===== src/rtl/cpwm_pkg.sv =====
package cpwm_pkg;

  typedef enum logic [1:0] {
    PM_INDEP = 2'b00,
    PM_EQUAL = 2'b01,
    PM_COMPL = 2'b10,
    PM_SPARE = 2'b11
  } pair_mode_e;

  // Returns {odd, even} target levels for one pair.
  function automatic logic [1:0] pair_route(pair_mode_e m, logic lv_even, logic lv_odd);
    logic [1:0] r;
    case (m)
      PM_EQUAL: r = {lv_even, lv_even};
      PM_COMPL: r = {~lv_even, lv_even};
      default:  r = {lv_odd, lv_even};
    endcase
    return r;
  endfunction

endpackage


===== src/rtl/cpwm_counter.sv =====
module cpwm_counter #(
  parameter int CNT_W = 16
) (
  input  logic             clk,
  input  logic             rst,
  input  logic [CNT_W-1:0] mod_act,
  output logic [CNT_W-1:0] cnt_q,
  output logic             wrap,
  output logic             ovf_q
);
  localparam logic [CNT_W-1:0] ONE = {{(CNT_W-1){1'b0}}, 1'b1};

  function automatic logic [CNT_W-1:0] next_count(logic [CNT_W-1:0] c, logic w);
    return w ? '0 : c + ONE;
  endfunction

  assign wrap = (cnt_q >= mod_act);

  always_ff @(posedge clk) begin
    if (rst) begin
      cnt_q <= '0;
      ovf_q <= 1'b0;
    end else begin
      cnt_q <= next_count(cnt_q, wrap);
      ovf_q <= wrap;
    end
  end
endmodule


===== src/rtl/cpwm_regfile.sv =====
module cpwm_regfile #(
  parameter int              CNT_W     = 16,
  parameter int              NUM_PAIRS = 3,
  parameter int              DT_W      = 6,
  parameter int              ADDR_W    = 4,
  parameter logic [CNT_W-1:0] KEY      = 16'hC35A
) (
  input  logic                              clk,
  input  logic                              rst,
  input  logic                              wr_en,
  input  logic [ADDR_W-1:0]                 wr_addr,
  input  logic [CNT_W-1:0]                  wr_data,
  input  logic                              load_evt,
  output logic [2*NUM_PAIRS-1:0][CNT_W-1:0] cmp_act,
  output logic [CNT_W-1:0]                  mod_act,
  output logic [2*NUM_PAIRS-1:0]            mode_bits,
  output logic [DT_W-1:0]                   dt_q,
  output logic                              unlocked
);
  localparam int NUM_CH = 2 * NUM_PAIRS;
  localparam logic [ADDR_W-1:0] A_MOD  = ADDR_W'(NUM_CH);
  localparam logic [ADDR_W-1:0] A_MODE = ADDR_W'(NUM_CH + 1);
  localparam logic [ADDR_W-1:0] A_DT   = ADDR_W'(NUM_CH + 2);
  localparam logic [ADDR_W-1:0] A_KEY  = ADDR_W'(NUM_CH + 3);

  logic [NUM_CH-1:0][CNT_W-1:0] cmp_shadow;
  logic [CNT_W-1:0]             mod_shadow;

  // Shadowed compare registers, one per channel
  for (genvar k = 0; k < NUM_CH; k++) begin : g_cmp
    always_ff @(posedge clk) begin
      if (rst) begin
        cmp_shadow[k] <= '0;
        cmp_act[k]    <= '0;
      end else begin
        if (load_evt) cmp_act[k] <= cmp_shadow[k];
        if (wr_en && wr_addr == ADDR_W'(k)) cmp_shadow[k] <= wr_data;
      end
    end
  end

  always_ff @(posedge clk) begin
    if (rst) begin
      mod_shadow <= '1;
      mod_act    <= '1;
    end else begin
      if (load_evt) mod_act <= mod_shadow;
      if (wr_en && wr_addr == A_MOD) mod_shadow <= wr_data;
    end
  end

  // Protected settings and key
  always_ff @(posedge clk) begin
    if (rst) begin
      mode_bits <= '0;
      dt_q      <= '0;
      unlocked  <= 1'b0;
    end else if (wr_en) begin
      if (wr_addr == A_KEY) unlocked <= (wr_data == KEY);
      if (unlocked && wr_addr == A_MODE) mode_bits <= wr_data[2*NUM_PAIRS-1:0];
      if (unlocked && wr_addr == A_DT)   dt_q      <= wr_data[DT_W-1:0];
    end
  end
endmodule


===== src/rtl/cpwm_deadband.sv =====
module cpwm_deadband #(
  parameter int DT_W = 6
) (
  input  logic            clk,
  input  logic            rst,
  input  logic            tgt,
  input  logic            delay_en,
  input  logic [DT_W-1:0] dt,
  output logic            out_q
);
  logic [DT_W-1:0] run_q;
  logic            rise_ok;

  assign rise_ok = !delay_en || (run_q >= dt);

  always_ff @(posedge clk) begin
    if (rst || !tgt) begin
      run_q <= '0;
      out_q <= 1'b0;
    end else if (rise_ok) begin
      out_q <= 1'b1;
    end else begin
      run_q <= run_q + {{(DT_W-1){1'b0}}, 1'b1};
      out_q <= 1'b0;
    end
  end
endmodule


===== src/rtl/cpwm_pair.sv =====
module cpwm_pair
  import cpwm_pkg::*;
#(
  parameter int CNT_W = 16,
  parameter int DT_W  = 6
) (
  input  logic             clk,
  input  logic             rst,
  input  logic [CNT_W-1:0] cnt,
  input  logic [CNT_W-1:0] cmp_even,
  input  logic [CNT_W-1:0] cmp_odd,
  input  logic [1:0]       mode,
  input  logic [DT_W-1:0]  dt,
  output logic [1:0]       pwm
);
  function automatic logic edge_level(logic [CNT_W-1:0] c, logic [CNT_W-1:0] cmp);
    return c < cmp;
  endfunction

  pair_mode_e mode_e;
  logic [1:0] tgt;
  logic       compl_en;

  assign mode_e   = pair_mode_e'(mode);
  assign compl_en = (mode_e == PM_COMPL);
  assign tgt      = pair_route(mode_e, edge_level(cnt, cmp_even), edge_level(cnt, cmp_odd));

  for (genvar s = 0; s < 2; s++) begin : g_side
    cpwm_deadband #(.DT_W(DT_W)) u_db (
      .clk      (clk),
      .rst      (rst),
      .tgt      (tgt[s]),
      .delay_en (compl_en),
      .dt       (dt),
      .out_q    (pwm[s])
    );
  end
endmodule


===== src/rtl/cpwm_timer.sv =====
module cpwm_timer #(
  parameter int               CNT_W     = 16,
  parameter int               NUM_PAIRS = 3,
  parameter int               DT_W      = 6,
  parameter int               ADDR_W    = $clog2(2 * NUM_PAIRS + 4),
  parameter logic [CNT_W-1:0] KEY       = 16'hC35A
) (
  input  logic                   clk,
  input  logic                   rst,
  input  logic                   wr_en,
  input  logic [ADDR_W-1:0]      wr_addr,
  input  logic [CNT_W-1:0]       wr_data,
  input  logic                   sync_in,
  output logic [2*NUM_PAIRS-1:0] pwm_out,
  output logic                   ovf_flag
);
  localparam int NUM_CH = 2 * NUM_PAIRS;

  // Named internal events, also used by the bound checker
  logic [CNT_W-1:0]             cnt_w;
  logic [CNT_W-1:0]             mod_act_w;
  logic [NUM_CH-1:0][CNT_W-1:0] cmp_act_w;
  logic [NUM_CH-1:0]            mode_w;
  logic [DT_W-1:0]              dt_w;
  logic                         unlocked_w;
  logic                         wrap_w;
  logic                         load_evt;

  assign load_evt = wrap_w | sync_in;

  cpwm_counter #(.CNT_W(CNT_W)) u_cnt (
    .clk     (clk),
    .rst     (rst),
    .mod_act (mod_act_w),
    .cnt_q   (cnt_w),
    .wrap    (wrap_w),
    .ovf_q   (ovf_flag)
  );

  cpwm_regfile #(
    .CNT_W(CNT_W), .NUM_PAIRS(NUM_PAIRS), .DT_W(DT_W), .ADDR_W(ADDR_W), .KEY(KEY)
  ) u_regs (
    .clk       (clk),
    .rst       (rst),
    .wr_en     (wr_en),
    .wr_addr   (wr_addr),
    .wr_data   (wr_data),
    .load_evt  (load_evt),
    .cmp_act   (cmp_act_w),
    .mod_act   (mod_act_w),
    .mode_bits (mode_w),
    .dt_q      (dt_w),
    .unlocked  (unlocked_w)
  );

  for (genvar p = 0; p < NUM_PAIRS; p++) begin : g_pair
    cpwm_pair #(.CNT_W(CNT_W), .DT_W(DT_W)) u_pair (
      .clk      (clk),
      .rst      (rst),
      .cnt      (cnt_w),
      .cmp_even (cmp_act_w[2*p]),
      .cmp_odd  (cmp_act_w[2*p+1]),
      .mode     (mode_w[2*p+1:2*p]),
      .dt       (dt_w),
      .pwm      (pwm_out[2*p+1:2*p])
    );
  end
endmodule


===== config.mk =====
export PLATFORM = sky130hd
export DESIGN_NAME = cpwm_timer
export DESIGN_NICKNAME = d
export VERILOG_FILES = /design/src/rtl/cpwm_pkg.sv /design/src/rtl/cpwm_counter.sv /design/src/rtl/cpwm_regfile.sv /design/src/rtl/cpwm_deadband.sv /design/src/rtl/cpwm_pair.sv /design/src/rtl/cpwm_timer.sv
export SDC_FILE = /design/constraint.sdc
export NUM_CORES = 1
export LEC_CHECK = 0
export CORE_UTILIZATION = 44
export CTS_BUF_LIST = sky130_fd_sc_hd__clkbuf_2
export CTS_CLUSTER_DIAMETER = 60
export DETAILED_ROUTE_END_ITERATION = 10
export PLACE_DENSITY = 0.62
export REMOVE_ABC_BUFFERS = 1
export SLEW_MARGIN = 20
export SYNTH_ARGS = -nofsm -noshare
export SYNTH_HDL_FRONTEND = slang
export SYNTH_HIERARCHICAL = 1
export SYNTH_SLANG_ARGS = --single-unit

===== constraint.sdc =====
create_clock -name clk -period 4.1 [get_ports clk]
set_clock_uncertainty 0.05 [all_clocks]
set_input_delay 0.41 -clock clk [delete_from_list [all_inputs] [get_ports clk]]
set_output_delay 0.41 -clock clk [all_outputs]
set_load 0.02 [all_outputs]

==> flow_metrics.env, run 1 <==
export IMPL_share_comb_of_total_power=0.093
export IMPL_top_level_ports=31
export IMPL_grt_pass1_vias=12100
export IMPL_min_period_over_period=0.803
export IMPL_intPower_w=0.00392
export IMPL_wl_met2_mm=18.8
export IMPL_ir_worst_vdd_mv=0.199
export IMPL_firstDrtPassIters=5
export IMPL_ys_seq_elements=296
export IMPL_synth_area_per_cell_um2=8.92
export IMPL_hold_viol_final=0
export IMPL_finalCriticalPeriod_ns=3.29
export IMPL_root_buffer="clkbuf_2"
export IMPL_synthCells=1729
export IMPL_p_sw_w=0.00160
export IMPL_synth_common_cells="296 x dfxtp_1, 160 x inv_1, 155 x ha_1"
export IMPL_synth_edf_count=0
export IMPL_chipWidth_um=189
export IMPL_cap_violations=0
export IMPL_seq_area_frac_synth=0.384
export IMPL_postRouteAntennaNets=0
export IMPL_synth_top_area_share=0.384
export IMPL_rsz0062_at_grt="no"
export IMPL_cts_buffers=79
export IMPL_worstSetupEndpointType="flip-flop"
export IMPL_start_util=0.446
export IMPL_hp_class="in -> reg"
export IMPL_cts_path_max_buffers=3
export IMPL_seq_power_share=0.531
export IMPL_async_reset_ff_frac=0
export IMPL_ctsHoldBuffers=1
export IMPL_drt_total_wl_mm=40.4
export IMPL_final_nets=1949
export IMPL_synth_area_leaders="dfxtp_1 38%, ha_1 13%, mux2i_1 6.6%, a21oi_1 4.9%, nand3_1 4.4%"
export IMPL_synth_most_common_cell="dfxtp_1"
export IMPL_p_leak_nw=6.59
export IMPL_synth_main_ff_cell="dfxtp_1"
export IMPL_rrSetupSlack_ns=0.81
export IMPL_top_layer="met4"
export IMPL_r2r_start="u_cnt/cnt_q[15]"
export IMPL_drt_iter0_drc=734
export IMPL_crit_fanout=50
export IMPL_grt_ovfl_total=0
export IMPL_antenna_found_initial=1
export IMPL_cts_tree="yes"
export IMPL_die_area_um2=35800
export IMPL_route_vias_total=12400
export IMPL_wl_per_cell_um=17.8
export IMPL_setup_viol=0
export IMPL_slew_violations=0
export IMPL_clkPwrFrac=0.376
export IMPL_grt_pass1_wl_mm=64.5
export IMPL_gp_congestion=0.843
export IMPL_drc=0
export IMPL_post_cts_buffers=0
export IMPL_cts_resized=0
export IMPL_dp_cells=2143
export IMPL_outcome="complete, no violations"
export IMPL_yosys_area_top_type="dfxtp_1"
export IMPL_wl_met3_mm=1.95
export IMPL_syn2layout_area_growth_pct=8.50
export IMPL_worstPathRequired_ns=4.79
export IMPL_ys_types=66
export IMPL_crit_start="u_cnt/cnt_q[15]"
export IMPL_vias_per_cell=5.47
export IMPL_globalRouteTotalUtil=0.229
export IMPL_path_class="reg -> reg"
export IMPL_htreeDepth=3
export IMPL_yosysWarnings=6
export IMPL_die_y_um=189
export IMPL_power_share_switching=0.290
export IMPL_max_freq_mhz=304
export IMPL_port_buffers=30
export IMPL_drive_above_1_share=0.118
export IMPL_clock_sinks=296
export IMPL_finalNonFillerCells=2271
export IMPL_wl_met1_mm=18.8
export IMPL_cp_arrival_ns=3.99
export IMPL_floorplan_rows=68
export IMPL_startpoint_type="flip-flop"
export IMPL_slew_headroom=0.376
export IMPL_grt_max_degree=113
export IMPL_path_clk_slew_ns=0.09
export IMPL_hpwl_mm=25.7
export IMPL_powerDensity_nw_per_um2=330
export IMPL_tightest_slew_ns=0.935
export IMPL_fill_cells=3414
export IMPL_clkLatencyLatePin_ns=0.96
export IMPL_synth_area_um2=15400
export IMPL_min_delay_start="wr_data[10]"
export IMPL_core_area_um2=34500
export IMPL_power_total_w=0.00552
==> critical path, cell delays in order (launching register included) <==
cell	delay (ns)
dfxtp_1	0.64
ha_1	0.26
nand4_1	0.13
o21ba_2	0.48
or3_1	0.17
or2_4	0.73
buf_4	0.36
mux2i_1	0.21
nor2_1	0.05
==> cell type report <==
cell class	count	area, um^2	area share
flip-flops and latches	296	5930	0.354
inverters	160	601	0.0359
clock inverters	19	144	0.00860
clock buffers	107	536	0.0320
diodes	1	2.50	0.000150
repair buffers	64	587	0.0351
well taps	455	569	0.0340
multi-input cells	1169	8360	0.500
==> cell families after synthesis <==
kind of cell             share of synthesized area
buffers and inverters                       0.0743
XOR/XNOR                                    0.0142
adder cells (fa/ha/maj)                      0.126
AO/OA/AOI/OAI                                0.176
multiplexers                                0.0662
AND/OR/NAND/NOR                              0.159
flip-flops                                   0.384
==> through the flow <==
step	utilization	setup TNS, ns	area (um^2)	worst slack, ns	hold slack (ns)
final	0.484	0	16700	0.806	0.166
after global routing	0.484	0	16700	0.582	0.0961
after CTS	0.484	0	16700	0.799	0.0700
after detailed placement	0.464	0	16000	0.868	0.401
after global placement	0.464	0	16000	0.915	0.395
after floorplan	-	-178.96	14900	-1.44	0.387
==> routing by layer <==
layer / vias to the layer above / global-route usage
li1: 6145 / -
met5: - / 0
met3: 56 / 0.0413
met1: 5938 / 0.303
met4: 0 / 0.0782
met2: 283 / 0.373
==> cells in the final DEF, fill, tap and decap left out, types with 7 or more instances in the layout <==
cell,n
nor3_1,20
clkinv_1,12
a211o_1,32
a21oi_1,150
nand2_1,43
nand2b_1,17
buf_4,31
nor2b_1,22
nor2_1,132
ha_1,155
nand3_1,135
dfxtp_1,296
a21oi_2,9
o21ai_1,32
and3_1,18
nand4_1,19
o21ai_0,114
or3_1,19
xor2_1,9
and2_1,7
mux2i_1,102
clkdlybuf4s50_1,29
inv_1,160
xnor2_1,16
clkbuf_2,107
==> power by group through the flow <==
stage	Sequential, W	Combinational [W]	Clock [W]
6_report	0.00293	0.000515	0.00207
5_1_grt	0.00294	0.000550	0.00231
4_1_cts	0.00293	0.000515	0.00215
3_5_place_dp	0.00300	0.000512	0
3_3_place_gp	0.00300	0.000507	0
2_1_floorplan	0.00301	0.000267	0
==> path summary, 6_finish.rpt <==
path              depth (start not counted)               endpoint
setup / recovery                          8     u_regs/cmp_act[87]
hold / removal                            4  u_regs/cmp_shadow[74]
setup reg to reg                          8     u_regs/cmp_act[87]
hold reg to reg                           1      u_regs/mod_act[3]
==> state kept, by name (all words and copies together), names as in the netlist <==
register	count
g_pair.u_pair/g_side.u_db/out_q	6
g_pair.u_pair/g_side.u_db/run_q	36
u_cnt/cnt_q	16
u_cnt/ovf_q	1
u_regs/cmp_act	96
u_regs/cmp_shadow	96
u_regs/dt_q	6
u_regs/mod_act	16
u_regs/mod_shadow	16
u_regs/mode_bits	6
u_regs/unlocked	1
No activity file was read; power rests on OpenSTA's default activity.
==> run 2, diff against run 1 <==
--- a/config.mk
+++ b/config.mk
@@ -9,7 +9,7 @@
 export CTS_BUF_LIST = sky130_fd_sc_hd__clkbuf_2
 export CTS_CLUSTER_DIAMETER = 60
 export DETAILED_ROUTE_END_ITERATION = 10
-export PLACE_DENSITY = 0.62
+export PLACE_DENSITY = 0.64
 export REMOVE_ABC_BUFFERS = 1
 export SLEW_MARGIN = 20
 export SYNTH_ARGS = -nofsm -noshare
==> constraint.sdc (replaced) <==
create_clock -name clk -period 2.7 [get_ports clk]
set_clock_uncertainty 0.05 [all_clocks]
set_input_delay 0.27 -clock clk [delete_from_list [all_inputs] [get_ports clk]]
set_output_delay 0.27 -clock clk [all_outputs]
set_load 0.02 [all_outputs]
==> run 2 against run 1 <==
  * Combinational power up 66%
  * Total power is 54% higher
  * Clock power is 53% higher
  * Critical path depth is 2 higher
  * Critical endpoint is now u_regs/cmp_act[28]
  * Routed wire length rose by 0.18%
  * Final cell count up 2.2%
  * Die area is the same
  * Utilization rose by 1.4 points
  * Fmax rose by 27%
==> flow_metrics.env, run 2 (same netlist as run 1, synthesis figures left out) <==
export IMPL_dp_cells=2178
export IMPL_largestRegisters="u_regs/cmp_act x96, u_regs/cmp_shadow x96, g_pair.u_pair/g_side.u_db/run_q x36"
export IMPL_layout_commonest_cell="dfxtp_1"
export IMPL_firstDrtPassIters=5
export IMPL_antenna_found_initial=1
export IMPL_outcome="complete, no violations"
export IMPL_cts_tree="yes"
export IMPL_min_delay_start="wr_data[6]"
export IMPL_crit_buf_inv=2
export IMPL_p_leak_nw=6.87
export IMPL_slowest_delay_ns=0.36
export IMPL_vias_per_cell=5.45
export IMPL_startpoint_type="flip-flop"
export IMPL_max_freq_mhz=386
export IMPL_floorplan_rows=68
export IMPL_syn2layout_area_growth_pct=11.5
export IMPL_route_vias_total=12600
export IMPL_met2_usage=0.376
export IMPL_worstSetupEndpointType="flip-flop"
export IMPL_drt_total_wl_mm=40.5
export IMPL_drt_iter0_drc=801
export IMPL_final_cell_mix="288 x dfxtp_1, 160 x inv_1, 155 x ha_1, 146 x a21oi_1, 135 x nand3_1"
export IMPL_start_util=0.446
export IMPL_tightest_slew_ns=0.881
export IMPL_finalSetupTns_ns=0
export IMPL_power_total_w=0.00848
export IMPL_grt_busiest_layer="met2"
export IMPL_cp_arrival_ns=3.25
export IMPL_die_area_um2=35800
export IMPL_slowest_stage="ha_1"
export IMPL_setup_viol=0
export IMPL_wl_per_cell_um=17.4
export IMPL_path_cells="inv_1 > ha_1 > a21oi_2 > a31oi_1 > o21ba_2 > or3_1 > or2_4 > buf_12 > mux2i_1 > nor2_1"
export IMPL_slew_headroom=0.407
export IMPL_top_level_ports=31
export IMPL_postRouteAntennaNets=0
export IMPL_hp_class="in -> reg"
export IMPL_layout_setup_ws_ns=0.109
export IMPL_grt_max_degree=131
export IMPL_grt_util_met3=0.0363
export IMPL_finalNonFillerCells=2322
export IMPL_min_period_over_period=0.960
export IMPL_dpl_worst_slack_ns=-0.0383
export IMPL_intPower_w=0.00606
export IMPL_seq_power_share=0.525
export IMPL_gp_congestion=0.848
export IMPL_hpwl_mm=26.7
export IMPL_crit_family="simple AND/OR/NAND/NOR gates"
export IMPL_path_clk_slew_ns=0.11
export IMPL_worstPathRequired_ns=3.36
export IMPL_globalRouteTotalUtil=0.229
export IMPL_ir_worst_vdd_mv=0.294
export IMPL_die_y_um=189
export IMPL_drive_above_1_share=0.154
export IMPL_crit_start="u_regs/mod_act[7]"
export IMPL_slew_violations=0
export IMPL_hold_viol_final=0
export IMPL_clkPwrFrac=0.374
export IMPL_p_sw_w=0.00242
export IMPL_power_share_switching=0.286
export IMPL_path_class="reg -> reg"
export IMPL_cts_path_max_buffers=3
export IMPL_clkLatencyLatePin_ns=0.93
export IMPL_final_util=0.498
export IMPL_grt_pass1_wl_mm=65.3
export IMPL_grt_pass1_vias=12400
export IMPL_port_buffers=30
export IMPL_finalCriticalPeriod_ns=2.59
export IMPL_cts_buffers=80
export IMPL_htreeDepth=3
export IMPL_core_area_um2=34500
export IMPL_rsz0062_at_grt="yes"
export IMPL_share_comb_of_total_power=0.101
export IMPL_powerDensity_nw_per_um2=493
export IMPL_final_nets=1988
export IMPL_grt_ovfl_total=0
export IMPL_root_buffer="clkbuf_2"
export IMPL_r2r_start="u_regs/mod_act[7]"
export IMPL_chipWidth_um=189
export IMPL_fill_cells=3345
export IMPL_cap_violations=0
export IMPL_crit_fanout=30
export IMPL_drc=0
export IMPL_clock_sinks=296
export IMPL_use_met1=0.305
[run 2: repair_timing]
action                                 in CTS  in global routing
resized for setup                           1                 27
endpoints found under the hold margin      43                  0
cloned                                      0                  0
setup endpoints to repair                   7                 81
hold buffers                                1                  0
pin swaps                                   0                  3
setup buffers                               0                  3
[run 2: routing by layer]
| layer | vias to the layer above | wire (um) |
|---|---|---|
| met2 | 310 | 18800 |
| met5 | - | 0 |
| met1 | 6025 | 18600 |
| met3 | 73 | 2100 |
| li1 | 6238 | - |
| met4 | 0 | 932 |
[run 2: per-stage QoR]
step | area [um^2] | hold WS, ns
floorplan | 14900 | 0.289
global placement | 16400 | 0.394
detailed placement | 16400 | 0.402
CTS | 17100 | 0.00741
global route | 17200 | 0.0435
finish | 17200 | 0.0777
[run 2: tightest hold or removal path, delay by kind of cell]
family	cells	cell delay [ns]
buffers and inverters	2	0.61
and+or+nand+nor	1	0.07
AOI/OAI and AO/OA	1	0.05
[run 2: path summary, 6_finish.rpt]
path                           end  slack (ns)  cells past startpoint
max reg2reg     u_regs/cmp_act[28]        0.11                     10
max             u_regs/cmp_act[28]        0.11                     10
min reg2reg      u_regs/mod_act[2]        0.39                      1
min          u_regs/cmp_shadow[22]        0.08                      4
[run 2: power groups by stage]
| stage | combinational (W) | clock, W | sequential, W |
|---|---|---|---|
| final | 0.000857 | 0.00317 | 0.00445 |
| after detailed placement | 0.000819 | 0 | 0.00456 |
| after global routing | 0.000924 | 0.00352 | 0.00446 |
| after floorplan | 0.000405 | 0 | 0.00457 |
| after CTS | 0.000824 | 0.00329 | 0.00445 |
| after global placement | 0.000811 | 0 | 0.00455 |
[run 2: final cells by class]
cell class                      count  area (um^2)  area share
Multi-Input combinational cell   1169         8430       0.490
Sequential cell                   296         5940       0.345
Timing Repair Buffer              102          951      0.0553
Clock buffer                      125          626      0.0364
Inverter                          160          601      0.0349
Tap cell                          455          569      0.0331
Clock inverter                     13         82.6     0.00480
Antenna cell                        2         5.00    0.000291
